[src/rtl/gpio_regbank_pkg.sv]
package gpio_regbank_pkg;
  localparam int NUM_REGS = 12;

  // word index = byte offset >> 2; the order is the bus map
  typedef enum logic [3:0] {
    SEL_MODE  = 4'd0,
    SEL_OTYPE = 4'd1,
    SEL_SPEED = 4'd2,
    SEL_PULL  = 4'd3,
    SEL_IDATA = 4'd4,
    SEL_ODATA = 4'd5,
    SEL_SETCLR= 4'd6,
    SEL_LOCK  = 4'd7,
    SEL_AFLO  = 4'd8,
    SEL_AFHI  = 4'd9,
    SEL_CLR   = 4'd10,
    SEL_ASW   = 4'd11
  } reg_sel_e;

  // writes that change pin behaviour
  localparam logic [NUM_REGS-1:0] UPD_MASK =
      NUM_REGS'((1 << SEL_MODE) | (1 << SEL_OTYPE) | (1 << SEL_PULL) |
                (1 << SEL_ODATA) | (1 << SEL_SETCLR) | (1 << SEL_CLR));
endpackage

[src/rtl/gpio_addr_dec.sv]
module gpio_addr_dec
  import gpio_regbank_pkg::*;
#(
  parameter int ADDR_W = 10
) (
  input  logic              req_i,
  input  logic              we_i,
  input  logic [ADDR_W-1:0] addr_i,
  output logic              hit_o,
  output reg_sel_e          rd_sel_o,
  output logic [NUM_REGS-1:0] wr_sel_o
);
  localparam int IDX_W = ADDR_W - 2;

  logic [IDX_W-1:0] idx;
  assign idx      = addr_i[ADDR_W-1:2];
  assign hit_o    = (addr_i[1:0] == 2'b00) && (idx < IDX_W'(NUM_REGS));
  assign rd_sel_o = reg_sel_e'(idx[3:0]);

  for (genvar g = 0; g < NUM_REGS; g++) begin : g_wsel
    assign wr_sel_o[g] = req_i & we_i & hit_o & (idx == IDX_W'(g));
  end
endmodule

[src/rtl/gpio_word_reg.sv]
module gpio_word_reg #(
  parameter int           W   = 32,
  parameter logic [W-1:0] RST = '0
) (
  input  logic         clk_i,
  input  logic         rst_ni,
  input  logic         we_i,
  input  logic [W-1:0] d_i,
  output logic [W-1:0] q_o
);
  always_ff @(posedge clk_i or negedge rst_ni) begin
    if (!rst_ni)   q_o <= RST;
    else if (we_i) q_o <= d_i;
  end
endmodule

[src/rtl/gpio_odata_unit.sv]
module gpio_odata_unit #(
  parameter int PINS = 16
) (
  input  logic              clk_i,
  input  logic              rst_ni,
  input  logic              wr_direct_i,
  input  logic              wr_setclr_i,
  input  logic              wr_clr_i,
  input  logic [2*PINS-1:0] wdata_i,
  output logic [PINS-1:0]   q_o
);
  logic [PINS-1:0] set_m, clr_m, nxt;

  assign set_m = wdata_i[PINS-1:0];
  assign clr_m = wdata_i[2*PINS-1:PINS];

  always_comb begin
    nxt = q_o;
    if (wr_direct_i)      nxt = set_m;
    else if (wr_setclr_i) nxt = (q_o & ~clr_m) | set_m; // set applied last: wins
    else if (wr_clr_i)    nxt = q_o & ~set_m;
  end

  always_ff @(posedge clk_i or negedge rst_ni) begin
    if (!rst_ni) q_o <= '0;
    else         q_o <= nxt;
  end
endmodule

[src/rtl/gpio_regbank.sv]
module gpio_regbank
  import gpio_regbank_pkg::*;
#(
  parameter int                PINS      = 16,
  parameter int                ADDR_W    = 10,
  parameter logic [2*PINS-1:0] MODE_RST  = '0,
  parameter logic [2*PINS-1:0] SPEED_RST = '0,
  parameter logic [2*PINS-1:0] PULL_RST  = '0
) (
  input  logic              clk_i,
  input  logic              rst_ni,
  input  logic              req_i,
  input  logic              we_i,
  input  logic [ADDR_W-1:0] addr_i,
  input  logic [2*PINS-1:0] wdata_i,
  input  logic [PINS-1:0]   idata_i,
  output logic [2*PINS-1:0] rdata_o,
  output logic              rvalid_o,
  output logic [2*PINS-1:0] mode_o,
  output logic [PINS-1:0]   otype_o,
  output logic [2*PINS-1:0] speed_o,
  output logic [2*PINS-1:0] pull_o,
  output logic [PINS-1:0]   odata_o,
  output logic              update_o
);
  localparam int DW = 2 * PINS;

  logic                hit;
  reg_sel_e            rd_sel;
  logic [NUM_REGS-1:0] wr_sel;
  logic [PINS-1:0]     lock_q, asw_q;
  logic [DW-1:0]       aflo_q, afhi_q;
  logic [DW-1:0]       rd_val;

  gpio_addr_dec #(.ADDR_W(ADDR_W)) u_dec (
    .req_i, .we_i, .addr_i,
    .hit_o(hit), .rd_sel_o(rd_sel), .wr_sel_o(wr_sel)
  );

  gpio_word_reg #(.W(DW), .RST(MODE_RST)) u_mode (
    .clk_i, .rst_ni, .we_i(wr_sel[SEL_MODE]), .d_i(wdata_i), .q_o(mode_o));
  gpio_word_reg #(.W(PINS), .RST('0)) u_otype (
    .clk_i, .rst_ni, .we_i(wr_sel[SEL_OTYPE]), .d_i(wdata_i[PINS-1:0]), .q_o(otype_o));
  gpio_word_reg #(.W(DW), .RST(SPEED_RST)) u_speed (
    .clk_i, .rst_ni, .we_i(wr_sel[SEL_SPEED]), .d_i(wdata_i), .q_o(speed_o));
  gpio_word_reg #(.W(DW), .RST(PULL_RST)) u_pull (
    .clk_i, .rst_ni, .we_i(wr_sel[SEL_PULL]), .d_i(wdata_i), .q_o(pull_o));

  // storage-only words
  gpio_word_reg #(.W(PINS), .RST('0)) u_lock (
    .clk_i, .rst_ni, .we_i(wr_sel[SEL_LOCK]), .d_i(wdata_i[PINS-1:0]), .q_o(lock_q));
  gpio_word_reg #(.W(DW), .RST('0)) u_aflo (
    .clk_i, .rst_ni, .we_i(wr_sel[SEL_AFLO]), .d_i(wdata_i), .q_o(aflo_q));
  gpio_word_reg #(.W(DW), .RST('0)) u_afhi (
    .clk_i, .rst_ni, .we_i(wr_sel[SEL_AFHI]), .d_i(wdata_i), .q_o(afhi_q));
  gpio_word_reg #(.W(PINS), .RST('0)) u_asw (
    .clk_i, .rst_ni, .we_i(wr_sel[SEL_ASW]), .d_i(wdata_i[PINS-1:0]), .q_o(asw_q));

  gpio_odata_unit #(.PINS(PINS)) u_odata (
    .clk_i, .rst_ni,
    .wr_direct_i(wr_sel[SEL_ODATA]),
    .wr_setclr_i(wr_sel[SEL_SETCLR]),
    .wr_clr_i   (wr_sel[SEL_CLR]),
    .wdata_i,
    .q_o(odata_o)
  );

  always_comb begin
    rd_val = '0;
    unique case (rd_sel)
      SEL_MODE:  rd_val = mode_o;
      SEL_OTYPE: rd_val = {{PINS{1'b0}}, otype_o};
      SEL_SPEED: rd_val = speed_o;
      SEL_PULL:  rd_val = pull_o;
      SEL_IDATA: rd_val = {{PINS{1'b0}}, idata_i};
      SEL_ODATA: rd_val = {{PINS{1'b0}}, odata_o};
      SEL_LOCK:  rd_val = {{PINS{1'b0}}, lock_q};
      SEL_AFLO:  rd_val = aflo_q;
      SEL_AFHI:  rd_val = afhi_q;
      SEL_ASW:   rd_val = {{PINS{1'b0}}, asw_q};
      default:   rd_val = '0; // set/clear words and holes
    endcase
  end

  always_ff @(posedge clk_i or negedge rst_ni) begin
    if (!rst_ni) begin
      rdata_o  <= '0;
      rvalid_o <= 1'b0;
      update_o <= 1'b0;
    end else begin
      rvalid_o <= req_i & ~we_i;
      update_o <= |(wr_sel & UPD_MASK);
      if (req_i && !we_i) rdata_o <= hit ? rd_val : '0;
    end
  end
endmodule

[config.mk]
export PLATFORM = sky130hd
export DESIGN_NAME = gpio_regbank
export DESIGN_NICKNAME = d
export VERILOG_FILES = /design/src/rtl/gpio_regbank_pkg.sv /design/src/rtl/gpio_addr_dec.sv /design/src/rtl/gpio_word_reg.sv /design/src/rtl/gpio_odata_unit.sv /design/src/rtl/gpio_regbank.sv
export SDC_FILE = /design/constraint.sdc
export NUM_CORES = 1
export LEC_CHECK = 0
export BUFFER_PORTS_ARGS = -buffer_cell sky130_fd_sc_hd__buf_2
export CAP_MARGIN = 15
export CELL_PAD_IN_SITES_DETAIL_PLACEMENT = 2
export CELL_PAD_IN_SITES_GLOBAL_PLACEMENT = 2
export CORE_MARGIN = 4
export CORE_UTILIZATION = 39
export CTS_CLUSTER_SIZE = 14
export DETAILED_ROUTE_END_ITERATION = 8
export PLACE_DENSITY_LB_ADDON = 0.12
export SLEW_MARGIN = 20
export SYNTH_ARGS = -nofsm -noshare
export SYNTH_HDL_FRONTEND = slang
export SYNTH_HIERARCHICAL = 1
export SYNTH_SLANG_ARGS = --single-unit
[constraint.sdc]
create_clock -name clk_i -period 1.8 [get_ports clk_i]
set_input_delay 0.09 -clock clk_i [delete_from_list [all_inputs] [get_ports clk_i]]
set_output_delay 0.09 -clock clk_i [all_outputs]
set_load 0.03 [all_outputs]
==> metrics.cfg <==
[final_layout]
fillers = 3283
drive_above_1_share_pct = 48.5
utilization_pct = 49.5
multi_input_area_um2 = 6130
layout-area-overhead-vs-synth_pct = 24.9
regArea_um2 = 6460
insertedDiodeCount = 0
fin_cells = 1742
finish.net_count = 1334

[clock_tree]
cts_tree = done
h-tree-depth = 1
clockBufferDepth = 3
cts_sinks = 258
clk_latency_ps = 550
ctsRootBufferMaster = clkbuf_16
cts_buffers = 30
path_clk_slew_ps = 60
cts_setup_buffers = 0

[grt]
grt_pass1_vias = 11297
grt_pass1_wl_um = 74100
grt.total_usage_pct = 26.2
antenna_found_initial = 2
grt-ovfl-total = 0
grt_max_degree = 71

[timing]
hold_viol_final = 0
setup-violations-final = 0
period_minus_slack_ps = 1710
maxSlewViolCount = 0
finalWorstSetupSlack_ps = 91.2
rsz0062_at_grt = false
timing.final.crit_share_pct = 94.9
max_freq_mhz = 585
clock_skew_ps = 10.3
holdWs_ps = 28.4
slew_headroom_pct = 37.8
worst_pin_slew_ps = 929

[floorplanning]
die_x_um = 193
die_area_um2 = 37100
chipHeight_um = 193
initial_utilization_pct = 39.6
io_pins = 224
num_rows = 67
core_region_area_um2 = 33500

[power_and_ir_drop]
power_mw = 12.9
irDropWorstVdd_mv = 0.631
leakage_nw = 8.01
powerDensity_nw_per_um2 = 776

[detailed_routing]
drt_iter0_drc = 587
wl_met1_um = 20600
wl_per_cell_um = 28.0
finalWirelength_um = 48700
top_layer_used = met5
firstDrtPassIters = 5
num_vias = 9872
ant_nets = 0
routed-wl-met3_um = 2240
viasPerCell = 5.67
met2_length_um = 24900
drc_errors = 0

[placed_design]
place_hpwl_um = 33800
place_inst = 1655
portBuffers = 223
place_congestion = 0.774
pre_cts_slack_ps = -464

[logic_synthesis]
syn_nets = 1050
synth_area_um2 = 13300
ys_warn_count = 6
syn_area_per_cell_um2 = 13.4
syn_inst = 988

[outcome]
status = completed

[worst_setup_path]
cp_data_required_time_ps = 2230
critical_path.max_fanout = 11
crit_slowest_cell = or4_4
cp_slowest_stage_delay_ps = 560
arrival_ps = 2140
cp_cell_sequence = buf_2 > or4_4 > buf_12 > nor4_2 > buf_4 > mux2_2
cp-start-kind = primary input
endpoint_kind = flip-flop
critPathKind = in -> reg

[job]
cap_violations = 0

[min_path]
hold_path.class = in -> async

metrics by stage:
| stage | instance area [µm²] | setup TNS (ps) |
|---|---|---|
| 5_1_grt | 16600 | 0 |
| 2_1_floorplan | 13300 | -5200 |
| 3_3_place_gp | 15300 | -62380 |
| 6_report | 16600 | 0 |
| 4_1_cts | 16600 | 0 |
| 3_5_place_dp | 15300 | -70860 |
critical path, delay by kind of cell:
family | cells | cell delay (ps)
and+or+nand+nor | 2 | 1050
buffers and inverters | 3 | 620
muxes | 1 | 370
final timing paths:
check | slack (ps) | cells past startpoint | from | endpoint
max | 90 | 6 | addr_i[8] | u_lock/q_o[0]$_DFFE_PN0P_
min | 30 | 2 | rst_ni | u_mode/q_o[5]$_DFFE_PN0P_
max reg2reg | 230 | 4 | u_afhi/q_o[1]$_DFFE_PN0P_ | rdata_o[1]$_DFFE_PN0P_
min reg2reg | 500 | 1 | rdata_o[24]$_DFFE_PN0P_ | rdata_o[24]$_DFFE_PN0P_
max in group asynchronous | 1050 | 3 | rst_ni | rdata_o[11]$_DFFE_PN0P_
min in group clk_i | 40 | 2 | wdata_i[13] | u_mode/q_o[13]$_DFFE_PN0P_
registers in the layout, indices dropped and copies added, names as in the netlist:
name,count
u_aflo/q_o,32
u_otype/q_o,16
u_lock/q_o,16
update_o,1
u_asw/q_o,16
u_odata/q_o,16
u_pull/q_o,32
u_speed/q_o,32
u_afhi/q_o,32
u_mode/q_o,32
rvalid_o,1
rdata_o,32
metal layers:
layer	up-vias	GRT usage (%)
li1	4263	-
met2	257	46.3
met1	5286	34.0
met4	4	5.43
met5	-	0
met3	62	3.98
timing repair:
action	CTS	global route
gates resized for setup	0	0
hold buffers	33	0
endpoints found under the hold margin	440	0
final cells by class:
type / count / area share (%)
multi-input combinational: 637 / 36.9
timing repair buffer: 343 / 14.9
sequential: 258 / 38.9
tap: 448 / 3.38
clock inverter: 11 / 0.483
clock buffer: 43 / 5.37
inverter: 2 / 0.0452
report_power, final:
| group | switching [mW] | leakage (nW) | internal [mW] | total, mW |
|---|---|---|---|---|
| Clock | 2.48 | 0.491 | 3.55 | 6.04 |
| Sequential | 0.0318 | 3.60 | 5.84 | 5.87 |
| Combinational | 0.629 | 3.92 | 0.338 | 0.966 |
| Total | 3.14 | 8.01 | 9.73 | 12.9 |
placed cells by master (no fill, tap or decap), drive strengths merged, types with 7 or more instances in the layout:
cell / instances
clkinv: 10
or3b: 13
nand4: 8
nor4: 18
a31oi: 15
o311ai: 7
a21oi: 57
nand3: 12
dfrtp: 258
o211ai: 12
a22oi: 26
a222oi: 19
nand2: 72
nor2: 25
dlygate4sd3: 33
nand3b: 35
buf: 310
mux2: 212
mux2i: 7
nand4b: 7
clkbuf: 43
nand2b: 9
or4bb: 7
a22o: 31
Power figures use the tool's default switching activity.
